### config.mk
export PLATFORM = sky130hd
export DESIGN_NAME = exc_entry_ctrl
export DESIGN_NICKNAME = d
export VERILOG_FILES = /design/src/rtl/exc_entry_pkg.sv /design/src/rtl/exc_entry_decode.sv /design/src/rtl/exc_status_reg.sv /design/src/rtl/exc_save_bank.sv /design/src/rtl/exc_entry_ctrl.sv
export SDC_FILE = /design/constraint.sdc
export NUM_CORES = 1
export LEC_CHECK = 0
export BUFFER_PORTS_ARGS = -buffer_cell sky130_fd_sc_hd__buf_4
export CAP_MARGIN = 20
export CORE_MARGIN = 3
export CORE_UTILIZATION = 34
export DETAILED_ROUTE_END_ITERATION = 7
export MAX_ROUTING_LAYER = met4
export PLACE_DENSITY = 0.59
export SYNTH_ARGS = -nofsm -noshare
export SYNTH_HDL_FRONTEND = slang
export SYNTH_SLANG_ARGS = --single-unit
export TNS_END_PERCENT = 20
### constraint.sdc
create_clock -name clk -period 1.65 [get_ports clk]
set_clock_uncertainty 0.15 [all_clocks]
set_input_delay 0.33 -clock clk [delete_from_list [all_inputs] [get_ports clk]]
set_output_delay 0.33 -clock clk [all_outputs]
set_load 0.05 [all_outputs]
### src/rtl/exc_entry_pkg.sv
package exc_entry_pkg;

   typedef enum logic [1:0] {
      VEC_KERNEL = 2'd0,
      VEC_USER   = 2'd1,
      VEC_DOUBLE = 2'd2,
      VEC_DEBUG  = 2'd3
   } vec_e;

   typedef enum logic [1:0] {
      EV_NONE    = 2'd0,
      EV_GENERAL = 2'd1,
      EV_DEBUG   = 2'd2
   } event_e;

endpackage

### src/rtl/exc_entry_decode.sv
module exc_entry_decode
   import exc_entry_pkg::*;
#(
   parameter int LVL_W     = 4,
   parameter int DBG_LEVEL = 6
) (
   input  logic             exc_raise,
   input  logic             dbg_raise,
   input  logic             cur_excm,
   input  logic             cur_um,
   input  logic [LVL_W-1:0] cur_intlevel,
   output event_e           ev,
   output vec_e             vec,
   output logic             dbl
);
   localparam logic [LVL_W-1:0] DBG_LVL_V = LVL_W'(DBG_LEVEL);

   logic dbg_ok;

   always_comb begin
      dbg_ok = dbg_raise && (cur_intlevel < DBG_LVL_V);
      dbl    = 1'b0;
      ev     = EV_NONE;
      vec    = VEC_KERNEL;
      if (dbg_ok) begin
         ev  = EV_DEBUG;
         vec = VEC_DEBUG;
      end else if (exc_raise) begin
         ev = EV_GENERAL;
         if (cur_excm) begin
            dbl = 1'b1;
            vec = VEC_DOUBLE;
         end else if (cur_um) begin
            vec = VEC_USER;
         end else begin
            vec = VEC_KERNEL;
         end
      end
   end

endmodule

### src/rtl/exc_status_reg.sv
module exc_status_reg
   import exc_entry_pkg::*;
#(
   parameter int LVL_W     = 4,
   parameter int DBG_LEVEL = 6
) (
   input  logic             clk,
   input  logic             rst,
   input  event_e           ev,
   input  logic             ld_en,
   input  logic             ld_excm,
   input  logic             ld_um,
   input  logic [LVL_W-1:0] ld_intlevel,
   output logic             excm,
   output logic             um,
   output logic [LVL_W-1:0] intlevel
);
   localparam logic [LVL_W-1:0] DBG_LVL_V = LVL_W'(DBG_LEVEL);

   always_ff @(posedge clk) begin
      if (rst) begin
         excm     <= 1'b0;
         um       <= 1'b0;
         intlevel <= '0;
      end else begin
         unique case (ev)
            EV_GENERAL: excm <= 1'b1;
            EV_DEBUG: begin
               excm     <= 1'b1;
               intlevel <= DBG_LVL_V;
            end
            default: begin
               if (ld_en) begin
                  excm     <= ld_excm;
                  um       <= ld_um;
                  intlevel <= ld_intlevel;
               end
            end
         endcase
      end
   end

   // debug entry leaves the level at the debug level with exception mode set
   a_r8_debug_entry_level : assert property (@(posedge clk) disable iff (rst)
      (ev == EV_DEBUG) |=> (intlevel == DBG_LVL_V) && excm);

   // a load is dropped in an entry cycle
   a_r11_load_ignored : assert property (@(posedge clk) disable iff (rst)
      (ev != EV_NONE) |=> excm);

endmodule

### src/rtl/exc_save_bank.sv
module exc_save_bank
   import exc_entry_pkg::*;
#(
   parameter int PC_W     = 32,
   parameter int CAUSE_W  = 6,
   parameter int DCAUSE_W = 6,
   parameter int PS_W     = 6,
   parameter bit HAS_DEPC = 1'b1
) (
   input  logic                clk,
   input  logic                rst,
   input  event_e              ev,
   input  logic                dbl,
   input  logic [PC_W-1:0]     pc,
   input  logic [CAUSE_W-1:0]  cause,
   input  logic                has_vaddr,
   input  logic [PC_W-1:0]     vaddr,
   input  logic [DCAUSE_W-1:0] dcause,
   input  logic [PS_W-1:0]     ps_snap,
   output logic [PC_W-1:0]     epc1,
   output logic [PC_W-1:0]     depc,
   output logic [CAUSE_W-1:0]  cause_q,
   output logic [PC_W-1:0]     vaddr_q,
   output logic [DCAUSE_W-1:0] dcause_q,
   output logic [PC_W-1:0]     epc_dbg,
   output logic [PS_W-1:0]     eps_dbg
);
   logic gen_ev, dbg_ev, pc_to_epc1;

   assign gen_ev = (ev == EV_GENERAL);
   assign dbg_ev = (ev == EV_DEBUG);

   generate
      if (HAS_DEPC) begin : g_depc
         logic [PC_W-1:0] depc_q;
         always_ff @(posedge clk) begin
            if (rst)                depc_q <= '0;
            else if (gen_ev && dbl) depc_q <= pc;
         end
         assign depc       = depc_q;
         assign pc_to_epc1 = gen_ev && !dbl;
      end else begin : g_no_depc
         assign depc       = '0;
         assign pc_to_epc1 = gen_ev;
      end
   endgenerate

   always_ff @(posedge clk) begin
      if (rst) begin
         epc1     <= '0;
         cause_q  <= '0;
         vaddr_q  <= '0;
      end else begin
         if (pc_to_epc1)          epc1    <= pc;
         if (gen_ev)              cause_q <= cause;
         if (gen_ev && has_vaddr) vaddr_q <= vaddr;
      end
   end

   always_ff @(posedge clk) begin
      if (rst) begin
         dcause_q <= '0;
         epc_dbg  <= '0;
         eps_dbg  <= '0;
      end else if (dbg_ev) begin
         dcause_q <= dcause;
         epc_dbg  <= pc;
         eps_dbg  <= ps_snap;
      end
   end

   // the address register holds without an address-carrying exception
   a_r6_vaddr_hold : assert property (@(posedge clk) disable iff (rst)
      !(gen_ev && has_vaddr) |=> $stable(vaddr_q));

   // debug state holds when no debug entry is accepted
   a_r9_dbg_state_hold : assert property (@(posedge clk) disable iff (rst)
      !dbg_ev |=> $stable(dcause_q) && $stable(epc_dbg) && $stable(eps_dbg));

endmodule

### src/rtl/exc_entry_ctrl.sv
module exc_entry_ctrl
   import exc_entry_pkg::*;
#(
   parameter int PC_W      = 32,
   parameter int CAUSE_W   = 6,
   parameter int DCAUSE_W  = 6,
   parameter int LVL_W     = 4,
   parameter int DBG_LEVEL = 6,
   parameter bit HAS_DEPC  = 1'b1
) (
   input  logic                clk,
   input  logic                rst,
   input  logic                exc_raise,
   input  logic [CAUSE_W-1:0]  exc_cause,
   input  logic                exc_has_vaddr,
   input  logic [PC_W-1:0]     exc_vaddr,
   input  logic                dbg_raise,
   input  logic [DCAUSE_W-1:0] dbg_cause,
   input  logic [PC_W-1:0]     fault_pc,
   input  logic                ps_load,
   input  logic                ps_load_excm,
   input  logic                ps_load_um,
   input  logic [LVL_W-1:0]    ps_load_intlevel,
   output logic                taken,
   output logic [1:0]          vector_id,
   output logic                ps_excm,
   output logic                ps_um,
   output logic [LVL_W-1:0]    ps_intlevel,
   output logic [PC_W-1:0]     epc_l1,
   output logic [PC_W-1:0]     depc,
   output logic [CAUSE_W-1:0]  exc_cause_reg,
   output logic [PC_W-1:0]     exc_vaddr_reg,
   output logic [DCAUSE_W-1:0] dbg_cause_reg,
   output logic [PC_W-1:0]     epc_dbg,
   output logic [LVL_W+1:0]    eps_dbg
);
   localparam int PS_W = LVL_W + 2;

   generate
      if (DBG_LEVEL < 2 || DBG_LEVEL >= (1 << LVL_W)) begin : g_bad_level
         $error("DBG_LEVEL must be at least 2 and fit in LVL_W bits");
      end
      if (PC_W < 8 || CAUSE_W < 1 || DCAUSE_W < 1) begin : g_bad_width
         $error("field widths out of range");
      end
   endgenerate

   event_e          ev;
   vec_e            vec;
   logic            dbl;
   logic [PS_W-1:0] ps_snap;

   exc_entry_decode #(.LVL_W(LVL_W), .DBG_LEVEL(DBG_LEVEL)) u_dec (
      .exc_raise    (exc_raise),
      .dbg_raise    (dbg_raise),
      .cur_excm     (ps_excm),
      .cur_um       (ps_um),
      .cur_intlevel (ps_intlevel),
      .ev           (ev),
      .vec          (vec),
      .dbl          (dbl)
   );

   exc_status_reg #(.LVL_W(LVL_W), .DBG_LEVEL(DBG_LEVEL)) u_ps (
      .clk         (clk),
      .rst         (rst),
      .ev          (ev),
      .ld_en       (ps_load),
      .ld_excm     (ps_load_excm),
      .ld_um       (ps_load_um),
      .ld_intlevel (ps_load_intlevel),
      .excm        (ps_excm),
      .um          (ps_um),
      .intlevel    (ps_intlevel)
   );

   assign ps_snap = {ps_intlevel, ps_um, ps_excm};

   exc_save_bank #(
      .PC_W(PC_W), .CAUSE_W(CAUSE_W), .DCAUSE_W(DCAUSE_W),
      .PS_W(PS_W), .HAS_DEPC(HAS_DEPC)
   ) u_save (
      .clk       (clk),
      .rst       (rst),
      .ev        (ev),
      .dbl       (dbl),
      .pc        (fault_pc),
      .cause     (exc_cause),
      .has_vaddr (exc_has_vaddr),
      .vaddr     (exc_vaddr),
      .dcause    (dbg_cause),
      .ps_snap   (ps_snap),
      .epc1      (epc_l1),
      .depc      (depc),
      .cause_q   (exc_cause_reg),
      .vaddr_q   (exc_vaddr_reg),
      .dcause_q  (dbg_cause_reg),
      .epc_dbg   (epc_dbg),
      .eps_dbg   (eps_dbg)
   );

   always_ff @(posedge clk) begin
      if (rst) begin
         taken     <= 1'b0;
         vector_id <= 2'd0;
      end else begin
         taken     <= (ev != EV_NONE);
         vector_id <= vec;
      end
   end

   // a taken pulse always follows a request
   a_r12_taken_needs_req : assert property (@(posedge clk) disable iff (rst)
      taken |-> $past(exc_raise || dbg_raise));

   // exception mode is set whenever a vector is issued
   a_r4_excm_on_entry : assert property (@(posedge clk) disable iff (rst)
      taken |-> ps_excm);

   // the double vector only follows a cycle in exception mode
   a_r5_double_after_excm : assert property (@(posedge clk) disable iff (rst)
      (taken && vector_id == 2'd2) |-> $past(ps_excm));

   // the user vector only follows a cycle in user mode outside exception mode
   a_r3_user_vector : assert property (@(posedge clk) disable iff (rst)
      (taken && vector_id == 2'd1) |-> $past(ps_um) && !$past(ps_excm));

   // the debug vector comes with the level at the debug level
   a_r8_debug_vector_level : assert property (@(posedge clk) disable iff (rst)
      (taken && vector_id == 2'd3) |-> (ps_intlevel == LVL_W'(DBG_LEVEL)));

   // a blocked debug request on its own yields no pulse
   a_r9_debug_blocked : assert property (@(posedge clk) disable iff (rst)
      (dbg_raise && !exc_raise && ps_intlevel >= LVL_W'(DBG_LEVEL)) |=> !taken);

endmodule

Word level (Yosys, flattened, before mapping)
Cells that the tools add are included.
{"block": "word_totals", "register_bits": 155, "in_bits": 88, "output_inout_bits": 155, "word_cells": 41}
{"block": "classes", "order_cmp": 1, "eq_ne": 2, "mux": 13, "bitwise": 2, "reduce_logical": 11}
{"operator": "2-bit two-way mux", "count": 4}
{"operator": "4-bit one-hot mux with 2 select lines", "count": 1}
{"operator": "1-bit two-way mux", "count": 7}
{"operator": "2-bit nonzero test", "count": 3}
{"operator": "1-bit logical AND", "count": 4}
{"operator": "4-bit by 3-bit less-than comparator with 1-bit output, second input constant", "count": 1}
{"operator": "4-bit two-way mux", "count": 1}
{"operator": "2-bit AND reduction", "count": 2}
{"operator": "2-bit by 1-bit == test with 1-bit output, second input constant", "count": 1}
{"operator": "2-bit == test, second input constant", "count": 1}
{"operator": "1-bit NOT", "count": 2}
{"operator": "2-bit OR reduction", "count": 1}
{"operator": "1-bit logical NOT", "count": 1}

Depth between registers and ports, before layout
Gate-level depths: netlist of run 1.
{"block": "depth", "word_depth": 7, "mapped_depth": 5, "mapped_depth_nobuf": 3}

Hierarchy
Synthesis of run 1 repeated with hierarchy kept, for this count alone.
{"block": "unflattened", "hier_cells": 686, "hier_area_um2": 5567.8}
{"mod": "exc_save_bank", "n_inst": 1, "cells_per_inst": 642, "area_per_inst_um2": 5144.9, "seq_area_each_um2": 2922.8}
{"mod": "exc_status_reg", "n_inst": 1, "cells_per_inst": 26, "area_per_inst_um2": 272.8, "seq_area_each_um2": 120.1}
{"mod": "exc_entry_ctrl", "n_inst": 1, "cells_per_inst": 6, "area_per_inst_um2": 82.6, "seq_area_each_um2": 60.1}
{"mod": "exc_entry_decode", "n_inst": 1, "cells_per_inst": 12, "area_per_inst_um2": 67.6, "seq_area_each_um2": 0.0}

Worst setup path after synthesis of run 1
Ideal clock, no wire load.
{"block": "synth_path", "kind": "reg2reg", "start": "reg u_ps.intlevel[1]", "end": "reg u_save.cause_q[0]", "setup_time_ps": 72, "t_arrival_ps": 1614, "required_time_ps": 1428, "setup_slack_ps": -186, "stages_incl_launch_ff": 5, "path_buffers": 1, "synth_period_minus_slack_ps": 1836, "path_cell_list": "dfxtp_1 > nand2_1 > buf_2 > a21boi_4 > mux2i_1"}
{"block": "synth_via", "elab_chain_cells": 4}
{"element": "from (decl)", "line_no": "exc_status_reg.sv:16", "rtl": "output logic [LVL_W-1:0] intlevel"}
{"element": "from (signal assigned)", "line_no": "exc_status_reg.sv:36", "rtl": "intlevel <= ld_intlevel;"}
{"element": "4-bit by 3-bit less-than comparator with 1-bit output", "line_no": "exc_entry_decode.sv:21", "rtl": "dbg_ok = dbg_raise && (cur_intlevel < DBG_LVL_V);"}
{"element": "1-bit logical AND", "line_no": "exc_entry_decode.sv:21"}
{"element": "2-bit two-way mux", "line_no": "exc_entry_decode.sv:25", "rtl": "if (dbg_ok) begin"}
{"element": "2-bit by 1-bit == test with 1-bit output", "line_no": "exc_save_bank.sv:30", "rtl": "assign gen_ev = (ev == EV_GENERAL);"}
{"element": "to (signal assigned)", "line_no": "exc_save_bank.sv:55", "rtl": "if (gen_ev) cause_q <= cause;"}
{"element": "to (decl)", "line_no": "exc_save_bank.sv:22", "rtl": "output logic [CAUSE_W-1:0] cause_q,"}
Every way passes these cells.
A chain may end at the register's enable or synchronous reset.

Final worst setup path of run 1
{"block": "layout_path", "start": "reg u_ps.excm", "end": "out ps_excm"}
{"element": "from (decl)", "line_no": "exc_status_reg.sv:14", "rtl": "output logic excm,"}
{"element": "from (signal assigned)", "line_no": "exc_status_reg.sv:34", "rtl": "excm <= ld_excm;"}
{"element": "to (decl)", "line_no": "exc_entry_ctrl.sv:26", "rtl": "output logic ps_excm,"}
No word-level cell between the ends.

==> summary.md, run 1 <==
| Metric | Value |
|---|---|
| Status | completed |
| Cell Area, Synth | 6420 um2 |
| CP max stage delay | 0.40 ns |
| Vias per cell | 4.61 |
| Crit. End Element | output port |
| Pin count of the biggest net entering global routing | 63 |
| Delay-heaviest family, CP | flip-flops |
| # rows | 49 |
| Post-layout nets | 974 |
| Die W | 143 um |
| CTS max path bufs | 2 |
| CTS H-tree lvls | 4 |
| Hold Path Stages | 3 |
| Area share of fa/ha/maj cells after synthesis | 0 |
| Sink Count | 155 |
| Total GRT Usage | 0.174 |
| Post-synth top area share | 0.483 |
| Vias in the first global route | 5016 |
| Layout cell share with drive strength beyond 1 | 0.344 |
| Remaining DRCs | 0 |
| Antenna Violating Nets Remaining | 0 |
| Worst EP arrival | 1.05 ns |
| PortBufs | 242 |
| Pwr Density | 1080 nW/um2 |
| Synth Area in XOR/XNOR | 0 |
| Syn avg cell area | 9.87 um2 |
| Pre-CTS worst setup slack | 0.0328 ns |
| Slew Viols, Final | 0 |
| Critical path data required time | 1.17 ns |
| Starting Density | 0.352 |
| R2r endpoint | u_save.cause_q[5] |
| CTS tree | done |
| Fill cell count | 1750 |
| Most frequent cells in the layout | buf_4, nand2b_1, dfxtp_1, mux2i_1, a21oi_1 |
| Crit Reg-Reg Startpoint | u_ps.intlevel[3] |
| Top post-synthesis cells by area | dfxtp_1, nand2b_1, mux2i_1 |
| Kind of critical path | reg -> out |
| Worst vdd ir | 0.000691 V |
| Aggregate global routing overflow | 0 |
| Final hold viol count | 0 |
| Clk Latency, worst-skew pair | 0.41 ns |
| I/O Pins | 243 |
| Buf+Inv Stages, Crit Path | 1 |
| Post-Synthesis Cells | 651 |
| Synth unique cells | 23 |
| Flops & latches, synth | 155 |
| RD Place Congestion | 0.774 |
| Worst hold path class | in -> reg |
| Initial antenna violation count | 0 |
| Core area | 18300 um2 |
| Clock transition at path regs | 0.06 ns |
| Crit path max fanout | 6 |
| Hold Crit Start | dbg_cause[3] |
| RSZ-0062 raised after global routing | false |
| Setup slack, reg-to-reg | 0.15 ns |
| Dominant cell type by area after synthesis | dfxtp_1 |
| Main combinational cell family by area after synthesis | simple AND/OR/NAND/NOR gates |
| Via count | 5196 |
| Critical Path Start Type | register |
| Post-synthesis sequential area ratio | 0.483 |
| R2r worst-path depth | 4 |
| First-pass GRT wire length | 27300 um |
| Mapped Nets | 739 |
| Pwr Total | 9.82 mW |
| Critical path, cell by cell | buf_4 |
| Setup WS post-layout | 0.118 ns |
| Final period util | 0.928 |
| Die ar. | 20600 um2 |
| Sum of negative setup slack | 0 ns |
| Slowest cell on crit path | dfxtp_1 |
| Min Tclk post-route | 1.53 ns |
| Die H | 143 um |
| Post-synthesis simple-gate area fraction | 0.223 |
| P_leak | 4.02 nW |
| Antenna diodes | 0 |
| Avg WL per Cell | 16.0 um |
| Iteration-0 DRC Markers | 204 |
| Max Cap Viol | 0 |
| Commonest non-fill, non-tap cell in the layout | buf_4 |
| Rel. slew slack | 0.756 |
| Final setup viols | 0 |
| Area delta synth->final | 41.7% |
| HPWL Detailed | 13000 um |
| Post-synthesis mux area share | 0.164 |
| Complex-gate fraction of the synthesized area | 0.0822 |
| TritonRoute pass-1 iters | 4 |
| Final wirelength | 18000 um |
| Root Driver | clkbuf_16 |
| CTS Buf Count | 17 |
| Warnings, synthesis | 0 |
| Fin util | 0.498 |
| Worst Hold End | u_save.dcause_q[3] |
| Worst slew pin tran | 0.366 ns |
| Fmax | 653 MHz |
flip-flops by register name, indices dropped and copies added, names as in the netlist:
signal and cells:
u_save.depc 32, u_save.epc1 32, u_save.epc_dbg 32, u_save.vaddr_q 32, u_save.cause_q 6, u_save.dcause_q 6, u_save.eps_dbg 6, u_ps.intlevel 4
vector_id 2, taken 1, u_ps.excm 1, u_ps.um 1
Yosys cell counts, drive strengths merged:
library cell,instances
nand2b,177
o211ai,1
nand2,8
nor3,3
nand3b,1
a31oi,2
nor2b,1
and2,2
nor2,5
a21oi,49
buf,28
mux2i,105
nand3,41
a21boi,1
clkbuf,26
o21ai,42
and2b,1
dfxtp,155
nor3b,3
cells by family (layout without fill, tap and decap cells):
| logic type | Yosys count | count (layout) |
|---|---|---|
| compound gates | 95 | 95 |
| buf+inv | 54 | 300 |
| flops | 155 | 155 |
| mux | 105 | 105 |
| simple gates | 242 | 242 |
through the flow:
step                      instance area [um2]  hold slack (ns)  cells
after floorplan                          6430            0.308    651
after global placement                   8520            0.309   1096
after detailed placement                 8520            0.312   1096
after CTS                                9090          0.00247   1126
after global routing                     9100           0.0126   1126
final                                    9100           0.0207   1126
timing repair:
action,4_1_cts,5_1_grt
setup endpoints to repair,0,2
hold buffers,0,0
buffers inserted,0,0
gates resized for setup,0,1
worst max-delay path by stage:
stage	startpoint	to	cells past startpoint
floorplan	u_ps.intlevel[1]	u_save.cause_q[0]	4
CTS	u_ps.intlevel[3]	u_ps.intlevel[2]	4
detailed placement	dbg_raise	u_ps.intlevel[2]	5
global placement	dbg_raise	u_ps.intlevel[2]	5
global route	u_ps.intlevel[3]	u_save.cause_q[2]	4
finish	u_ps.excm	ps_excm	1
power breakdown:
group	internal (mW)	switching [mW]	leakage [nW]	total (mW)
combinational	0.696	1.20	2.47	1.90
sequential	3.94	0.111	1.27	4.05
clock	2.37	1.51	0.281	3.88
layout make-up:
type	count	area [um2]	share of cell area
timing repair buffer	270	2110	0.231
clock buffer	23	488	0.0536
tap	229	287	0.0315
sequential	155	3110	0.341
clock inverter	7	90.1	0.00990
multi-input combinational	442	3020	0.332
metal layers:
layer,track usage,vias to the layer above,share of wire
met3,0.0399,19,0.048
met4,0.0570,0,0.016
met2,0.278,140,0.49
met1,0.219,2381,0.45
met5,-,-,0
li1,-,2656,-
Power figures use the tool's default switching activity.
==> run 2, diff against run 1 <==
--- a/config.mk
+++ b/config.mk
@@ -5,13 +5,13 @@
 export SDC_FILE = /design/constraint.sdc
 export NUM_CORES = 1
 export LEC_CHECK = 0
-export BUFFER_PORTS_ARGS = -buffer_cell sky130_fd_sc_hd__buf_4
 export CAP_MARGIN = 20
 export CORE_MARGIN = 3
 export CORE_UTILIZATION = 34
 export DETAILED_ROUTE_END_ITERATION = 7
+export DONT_BUFFER_PORTS = 1
 export MAX_ROUTING_LAYER = met4
-export PLACE_DENSITY = 0.59
+export PLACE_DENSITY = 0.48
 export SYNTH_ARGS = -nofsm -noshare
 export SYNTH_HDL_FRONTEND = slang
 export SYNTH_SLANG_ARGS = --single-unit
==> run 2 against run 1 <==
Against the previous run: sequential share of layout area up 1.7 points; sequential cell count unchanged; critical endpoint is now vector_id[1]; combinational power down 47%; the run now ends with negative hold slack left; wire length up 1.7%; hold slack worse by 0.16 ns; register-to-register slack worse by 0.08 ns; power down 4.4%; maximum frequency down 3.1%; highest routed layer unchanged.
==> summary.md, run 2 (synthesis gave the netlist of run 1 again) <==
| Metric | Value |
|---|---|
| Status | finished, violations left (was completed) |
| Failing checks | negative hold slack |
| Rel. slew slack | 0.619 (was 0.756) |
| CP Launch Point | u_ps.intlevel[3] (was u_ps.excm) |
| Avg WL per Cell | 17.9 um (was 16.0 um) |
| Slew Viols, Final | 0 (unchanged) |
| Clk Latency, worst-skew pair | 0.41 ns (about the same) |
| Fmax | 632 MHz (was 653 MHz) |
| Final period util | 0.958 (was 0.928) |
| Min Hold Slack | -0.141 ns (was 0.0207 ns) |
| Final setup viols | 0 (unchanged) |
| Via count | 5069 (was 5196) |
| Worst hold path class | in -> reg (unchanged) |
| Vias per cell | 4.94 (was 4.61) |
| CTS tree | done (unchanged) |
| Clock transition at path regs | 0.06 ns (about the same) |
| Setup slack, reg-to-reg | 0.07 ns (was 0.15 ns) |
| Aggregate global routing overflow | 0 (unchanged) |
| Met2 Use GR | 0.298 (was 0.278) |
| First-pass GRT wire length | 28000 um (was 27300 um) |
| Pwr Density | 1080 nW/um2 (about the same) |
| Crit path max fanout | 8 (was 6) |
| Total GRT Usage | 0.180 (was 0.174) |
| Root Driver | clkbuf_16 (unchanged) |
| GR Util met1 | 0.194 (was 0.219) |
| Flop pwr share | 0.501 (was 0.412) |
| Core area | 18300 um2 (unchanged) |
| Worst vdd ir | 0.000708 V (was 0.000691 V) |
| Switch share | 0.288 (was 0.287) |
| PortBufs | 0 (was 242) |
| Critical path, cell by cell | and2b_4 -> a21oi_1 -> nor2_1 -> dlygate4sd3_1 (was buf_4) |
| Worst EP arrival | 1.79 ns (was 1.05 ns) |
| Antenna Violating Nets Remaining | 0 (unchanged) |
| RSZ-0062 raised after global routing | true (was false) |
| Pwr Total | 9.39 mW (was 9.82 mW) |
| Delay-heaviest family, CP | buffers and inverters (was flip-flops) |
| Remaining DRCs | 0 (unchanged) |
| CTS Buf Count | 17 (unchanged) |
| Most frequent cells in the layout | nand2b_1, dfxtp_1, dlygate4sd3_1, mux2i_1, a21oi_1 (was buf_4, nand2b_1, dfxtp_1, mux2i_1, a21oi_1) |
| Post-layout nets | 873 (was 974) |
| Most Crowded Layer GR | met2 (unchanged) |
| HPWL Detailed | 11700 um (was 13000 um) |
| RD Place Congestion | 0.718 (was 0.774) |
| Final wirelength | 18300 um (was 18000 um) |
| Die W | 143 um (unchanged) |
| Critical path data required time | 1.86 ns (was 1.17 ns) |
| Met3 usage | 0.0722 (was 0.0399) |
| Area delta synth->final | 34.9% (was 41.7%) |
| Critical Path Stages | 4 (was 1) |
| # rows | 49 (unchanged) |
| Kind of critical path | reg -> reg (was reg -> out) |
| NetSw | 2.70 mW (was 2.82 mW) |
| Worst slew pin tran | 0.570 ns (was 0.366 ns) |
| Min Tclk post-route | 1.58 ns (was 1.53 ns) |
| Commonest non-fill, non-tap cell in the layout | nand2b_1 (was buf_4) |
| Vias in the first global route | 5176 (was 5016) |
| I/O Pins | 243 (unchanged) |
| Int Power | 6.69 mW (was 7.00 mW) |
| R2r endpoint | vector_id[1] (was u_save.cause_q[5]) |
| Buf+Inv Stages, Crit Path | 1 (unchanged) |
| Die H | 143 um (unchanged) |
| Slowest cell on crit path | dlygate4sd3_1 (was dfxtp_1) |
| Die ar. | 20600 um2 (unchanged) |
| Final hold viol count | 64 (was 0) |
| Critical Path Start Type | register (unchanged) |
| Max Cap Viol | 0 (unchanged) |
| P_leak | 3.26 nW (was 4.02 nW) |
| Starting Density | 0.352 (unchanged) |
| Initial antenna violation count | 2 (was 0) |
| Part of the power in combinational logic | 0.107 (was 0.193) |
| Layout cell share with drive strength beyond 1 | 0.0868 (was 0.344) |
| Pin count of the biggest net entering global routing | 227 (was 63) |
| CP max stage delay | 0.54 ns (was 0.40 ns) |
| Crit Reg-Reg Startpoint | u_ps.intlevel[3] (unchanged) |
| Sink Count | 155 (unchanged) |
| Clock share of power | 0.392 (was 0.395) |
| R2r worst-path depth | 4 (unchanged) |
| Crit. End Element | register (was output port) |
| CTS max path bufs | 2 (unchanged) |
| Iteration-0 DRC Markers | 239 (was 204) |
| Fin util | 0.474 (was 0.498) |
| Crit path to | vector_id[1] (was ps_excm) |
| CTS H-tree lvls | 4 (unchanged) |
| TritonRoute pass-1 iters | 4 (unchanged) |
run 2: cell count changes in the layout (fill, tap and decap cells not counted), sizes merged:
cell and delta:
buf -242, bufinv -1, clkbuf -1, clkinvlp +1, diode +2, dlygate4sd3 +141
run 2: final cells by class:
type / count / area, um2
diodes: 2 / 5.00
clock buffers: 22 / 484
flip-flops and latches: 155 / 3110
clock inverters: 7 / 67.6
multi-input cells: 442 / 3030
repair buffers: 169 / 1680
fillers: 1687 / 9610
well taps: 229 / 287
run 2: worst reg2reg max path, delay by kind of cell, from the launching register on:
kind            cells  cell delay [ns]
buf+inv             1             0.54
compound gates      1             0.09
flops               1             0.32
simple gates        2             0.42
run 2: per-layer routing:
layer,wire (um),up-vias,share of wire
met1,7070,2406,0.39
met3,1850,30,0.10
met5,0,-,0
li1,-,2460,-
met2,9070,173,0.49
met4,367,0,0.020
run 2: power groups by stage:
stage,logic [mW],registers (mW),clock network [mW]
floorplan,0.576,4.79,0
global placement,0.713,4.79,0
detailed placement,0.733,4.79,0
CTS,1.00,4.71,3.81
global route,1.10,4.72,3.98
finish,1.01,4.70,3.68
run 2: per-stage QoR:
step	TNS, ns	instance area (um2)	cells	setup slack [ns]	hold WS, ns
global route	-0.00199	8660	1026	-0.00199	-0.168
detailed placement	0	6690	854	0.165	0.269
global placement	0	6690	854	0.196	0.266
finish	0	8660	1026	0.0689	-0.141
floorplan	0	6430	651	0.0524	0.308
CTS	0	8640	1023	0.0181	-0.178
run 2: repair_timing:
| item | 4_1_cts | 5_1_grt |
|---|---|---|
| buffers inserted | 0 | 0 |
| hold endpoints to repair | 155 | 88 |
| hold buffers | 140 | 1 |
| setup endpoints to repair | 0 | 3 |
| gates resized for setup | 0 | 3 |
run 2: worst min-delay path by stage:
stage / from / cells past startpoint / slack, ns / end
final: rst / 1 / -0.14 / u_save.dcause_q[2]
after global routing: rst / 1 / -0.17 / u_save.dcause_q[3]
after CTS: rst / 1 / -0.18 / u_save.dcause_q[0]
after detailed placement: rst / 1 / 0.27 / u_save.eps_dbg[0]
after global placement: rst / 1 / 0.27 / u_save.eps_dbg[0]
after floorplan: exc_raise / 2 / 0.31 / taken
==> run 3, diff against run 2 <==
--- a/config.mk
+++ b/config.mk
@@ -14,5 +14,6 @@
 export PLACE_DENSITY = 0.48
 export SYNTH_ARGS = -nofsm -noshare
 export SYNTH_HDL_FRONTEND = slang
+export SYNTH_HIERARCHICAL = 1
 export SYNTH_SLANG_ARGS = --single-unit
 export TNS_END_PERCENT = 20
==> run 3 against run 2 <==
Against the previous run: the run ends with negative hold slack, negative setup slack left; utilization shrank 1.8 points; cell count shrank 9.0%; count of clock-buffer cells in the layout shrank 1; clock power grew 2%; non-clock buffer count shrank 119; power shrank 0.89%; critical endpoint is now u_save/epc1[20]; combinational power shrank 6%; die area shrank 13%; via count shrank 7.9%; critical path type unchanged; setup slack lost 0.19 ns; register-to-register slack lost 0.19 ns.
==> summary.md, run 3 <==
| Metric | Value |
|---|---|
| Met2 Use GR | 0.292 (was 0.298) |
| Sink Count | 155 (unchanged) |
| Remaining DRCs | 0 (unchanged) |
| Flop pwr share | 0.496 (was 0.501) |
| Commonest non-fill, non-tap cell in the layout | nand2_1 (was nand2b_1) |
| Flops & latches, synth | 155 (unchanged) |
| Starting Density | 0.349 (was 0.352) |
| TritonRoute pass-1 iters | 7 (was 4) |
| CTS tree | done (unchanged) |
| CTS H-tree lvls | 4 (unchanged) |
| Min Tclk post-route | 1.77 ns (was 1.58 ns) |
| Hold Crit Start | rst (unchanged) |
| Worst EP arrival | 1.91 ns (was 1.79 ns) |
| Commonest cells in the netlist | nand2_1, dfxtp_1, a21oi_1, nand2_2, buf_2 (was nand2b_1, dfxtp_1, mux2i_1, a21oi_1) |
| Crit path max fanout | 8 (unchanged) |
| Core area | 15900 um2 (was 18300 um2) |
| Final setup viols | 117 (was 0) |
| Part of the power in combinational logic | 0.102 (was 0.107) |
| Post-synthesis async set-or-reset flop share | 0 (unchanged) |
| R2r endpoint | u_save/epc1[20] (was vector_id[1]) |
| I/O Pins | 243 (unchanged) |
| Slew Viols, Final | 0 (unchanged) |
| GR Util met1 | 0.210 (was 0.194) |
| P_leak | 2.58 nW (was 3.26 nW) |
| CTS Buf Count | 17 (unchanged) |
| Initial antenna violation count | 0 (was 2) |
| Cell Area, Synth | 5570 um2 (was 6420 um2) |
| Syn avg cell area | 8.12 um2 (was 9.87 um2) |
| RSZ-0062 raised after global routing | true (unchanged) |
| Vias in the first global route | 4610 (was 5176) |
| Die H | 134 um (was 143 um) |
| Final wirelength | 17300 um (was 18300 um) |
| # rows | 46 (was 49) |
| Fmax | 565 MHz (was 632 MHz) |
| Final period util | 1.07 (was 0.958) |
| Post-layout nets | 796 (was 873) |
| Fin util | 0.456 (was 0.474) |
| Pin count of the biggest net entering global routing | 157 (was 227) |
| Min Hold Slack | -0.148 ns (was -0.141 ns) |
| Worst vdd ir | 0.000675 V (was 0.000708 V) |
| Clk Latency, worst-skew pair | 0.41 ns (about the same) |
| Die W | 134 um (was 143 um) |
| Synth unique cells | 28 (was 23) |
| Pwr Density | 1280 nW/um2 (was 1080 nW/um2) |
| Kind of critical path | reg -> reg (unchanged) |
| Warnings, synthesis | 6 (was 0) |
| Crit Reg-Reg Startpoint | u_ps/intlevel[1] (was u_ps.intlevel[3]) |
| Most Crowded Layer GR | met2 (unchanged) |
| Aggregate global routing overflow | 0 (unchanged) |
| Failing checks | negative hold slack, negative setup slack (was negative hold slack) |
| Fin area | 7270 um2 (was 8660 um2) |
| Area delta synth->final | 30.6% (was 34.9%) |
| Dominant cell type by area after synthesis | dfxtp_1 (unchanged) |
| Setup WS post-layout | -0.120 ns (was 0.0689 ns) |
| R2r worst-path depth | 7 (was 4) |
| Mapped Nets | 776 (was 739) |
| Status | finished, violations left (unchanged) |
| NetSw | 2.73 mW (was 2.70 mW) |
| Avg WL per Cell | 18.6 um (was 17.9 um) |
| Clock share of power | 0.402 (was 0.392) |
| Post-synth top flop | dfxtp_1 (unchanged) |
| Worst slew pin tran | 0.598 ns (was 0.570 ns) |
| Met3 usage | 0.0731 (was 0.0722) |
| Placed inst area | 5970 um2 (was 6690 um2) |
| Antenna Violating Nets Remaining | 0 (unchanged) |
| Top post-synthesis cells by area | dfxtp_1, nand2_1, a21oi_1 (was dfxtp_1, nand2b_1, mux2i_1) |
| First-pass GRT wire length | 24900 um (was 28000 um) |
| Worst hold path class | in -> reg (unchanged) |
| Worst Hold End | u_save/cause_q[3] (was u_save.dcause_q[2]) |
| Critical path data required time | 1.79 ns (was 1.86 ns) |
| Post-synth EDFFs | 0 (unchanged) |
| Die ar. | 17900 um2 (was 20600 um2) |
| Iteration-0 DRC Markers | 228 (was 239) |
| Max Cap Viol | 0 (unchanged) |
| Post-synth top area share | 0.557 (was 0.483) |
| Total GRT Usage | 0.182 (was 0.180) |
| Root Driver | clkbuf_16 (unchanged) |
| Most frequent cell after synthesis | nand2_1 (was nand2b_1) |
| Final hold viol count | 153 (was 64) |
| Most frequent cells in the layout | nand2_1, dfxtp_1, a21oi_1, a21oi_2, nand2_2 (was nand2b_1, dfxtp_1, dlygate4sd3_1, mux2i_1, a21oi_1) |
| Rel. slew slack | 0.600 (was 0.619) |
| Crit. End Element | register (unchanged) |
| Switch share | 0.293 (was 0.288) |
| Setup slack, reg-to-reg | -0.12 ns (was 0.07 ns) |
| Post-Synthesis Cells | 686 (was 651) |
| Vias per cell | 5.00 (was 4.94) |
| Pwr Total | 9.31 mW (was 9.39 mW) |
| Hold Path Stages | 1 (unchanged) |
| CTS max path bufs | 2 (unchanged) |
| RD Place Congestion | 0.757 (was 0.718) |
| Critical Path Start Type | register (unchanged) |
| PortBufs | 0 (unchanged) |
| Clock transition at path regs | 0.06 ns (about the same) |
| Int Power | 6.58 mW (was 6.69 mW) |
| Via count | 4671 (was 5069) |
| HPWL Detailed | 10500 um (was 11700 um) |
| Antenna diodes | 0 (was 2) |
| Layout cell share with drive strength beyond 1 | 0.294 (was 0.0868) |
| Post-synthesis sequential area ratio | 0.557 (was 0.483) |
## run 3: layer usage
metal,wire length (um),vias up
met4,267,0
met2,8430,172
met1,7040,2218
met3,1600,23
li1,-,2258
met5,0,-
## run 3: cells by family (layout without fill, tap and decap cells)
group | count (synthesis) | after routing | share of synthesized area
and+or+nand+nor | 315 | 315 | 0.239
muxes | 1 | 1 | 0.00180
adders and majority gates | 2 | 2 | 0.00449
buffers and inverters | 54 | 86 | 0.0481
AOI/OAI and AO/OA | 159 | 159 | 0.150
DFF | 155 | 155 | 0.557
## run 3: cell type report
cell class                 count  area, um2
clock buffer                  21        480
clock inverter                10       88.8
fill                        1579       8670
inverter                       5       18.8
multi-input combinational    477       2620
sequential                   155       3120
tap                          216        270
timing repair buffer          50        674
## run 3: how the worst max path moves through the flow
stage | from | end | slack, ns | depth (start not counted)
after floorplan | u_ps/intlevel[2] | u_save/epc1[10] | -0.23 | 8
after global placement | dbg_raise | u_ps/intlevel[1] | -0.22 | 6
after detailed placement | dbg_raise | u_ps/intlevel[1] | -0.25 | 6
after CTS | u_ps/intlevel[2] | u_ps/intlevel[2] | -0.10 | 6
after global routing | u_ps/intlevel[2] | u_save/epc1[11] | -0.18 | 9
final | u_ps/intlevel[1] | u_save/epc1[20] | -0.12 | 7
## run 3: through the flow
stage	worst slack (ns)	cells	setup TNS, ns	hold slack (ns)
final	-0.120	934	-6.88	-0.148
after global routing	-0.179	934	-16.78	-0.181
after CTS	-0.104	924	-7.01	-0.184
after detailed placement	-0.247	883	-18.31	0.262
after global placement	-0.224	883	-14.96	0.260
after floorplan	-0.235	686	-16.86	0.249
## run 3: critical path, cell delays in order, from the launching register on
cell,delay (ns)
dfxtp_4,0.37
and2_4,0.16
nor2_4,0.04
buf_6,0.11
or3b_4,0.48
clkbuf_16,0.21
nand2_2,0.06
a21oi_1,0.06
## run 3: timing repair
item	in CTS	in global routing
hold buffers	2	1
gates cloned	4	5
resized for setup	31	93
endpoints found under the hold margin	155	154
setup endpoints to repair	146	147
pin swaps	45	52
setup buffers	4	7
## run 3: power by group through the flow
stage          registers [mW]  logic [mW]  clock network [mW]
2_1_floorplan            4.71       0.475                   0
3_3_place_gp             4.70       0.660                   0
3_5_place_dp             4.70       0.678                   0
4_1_cts                  4.62       0.811                3.84
5_1_grt                  4.64        1.03                4.02
6_report                 4.62       0.946                3.74
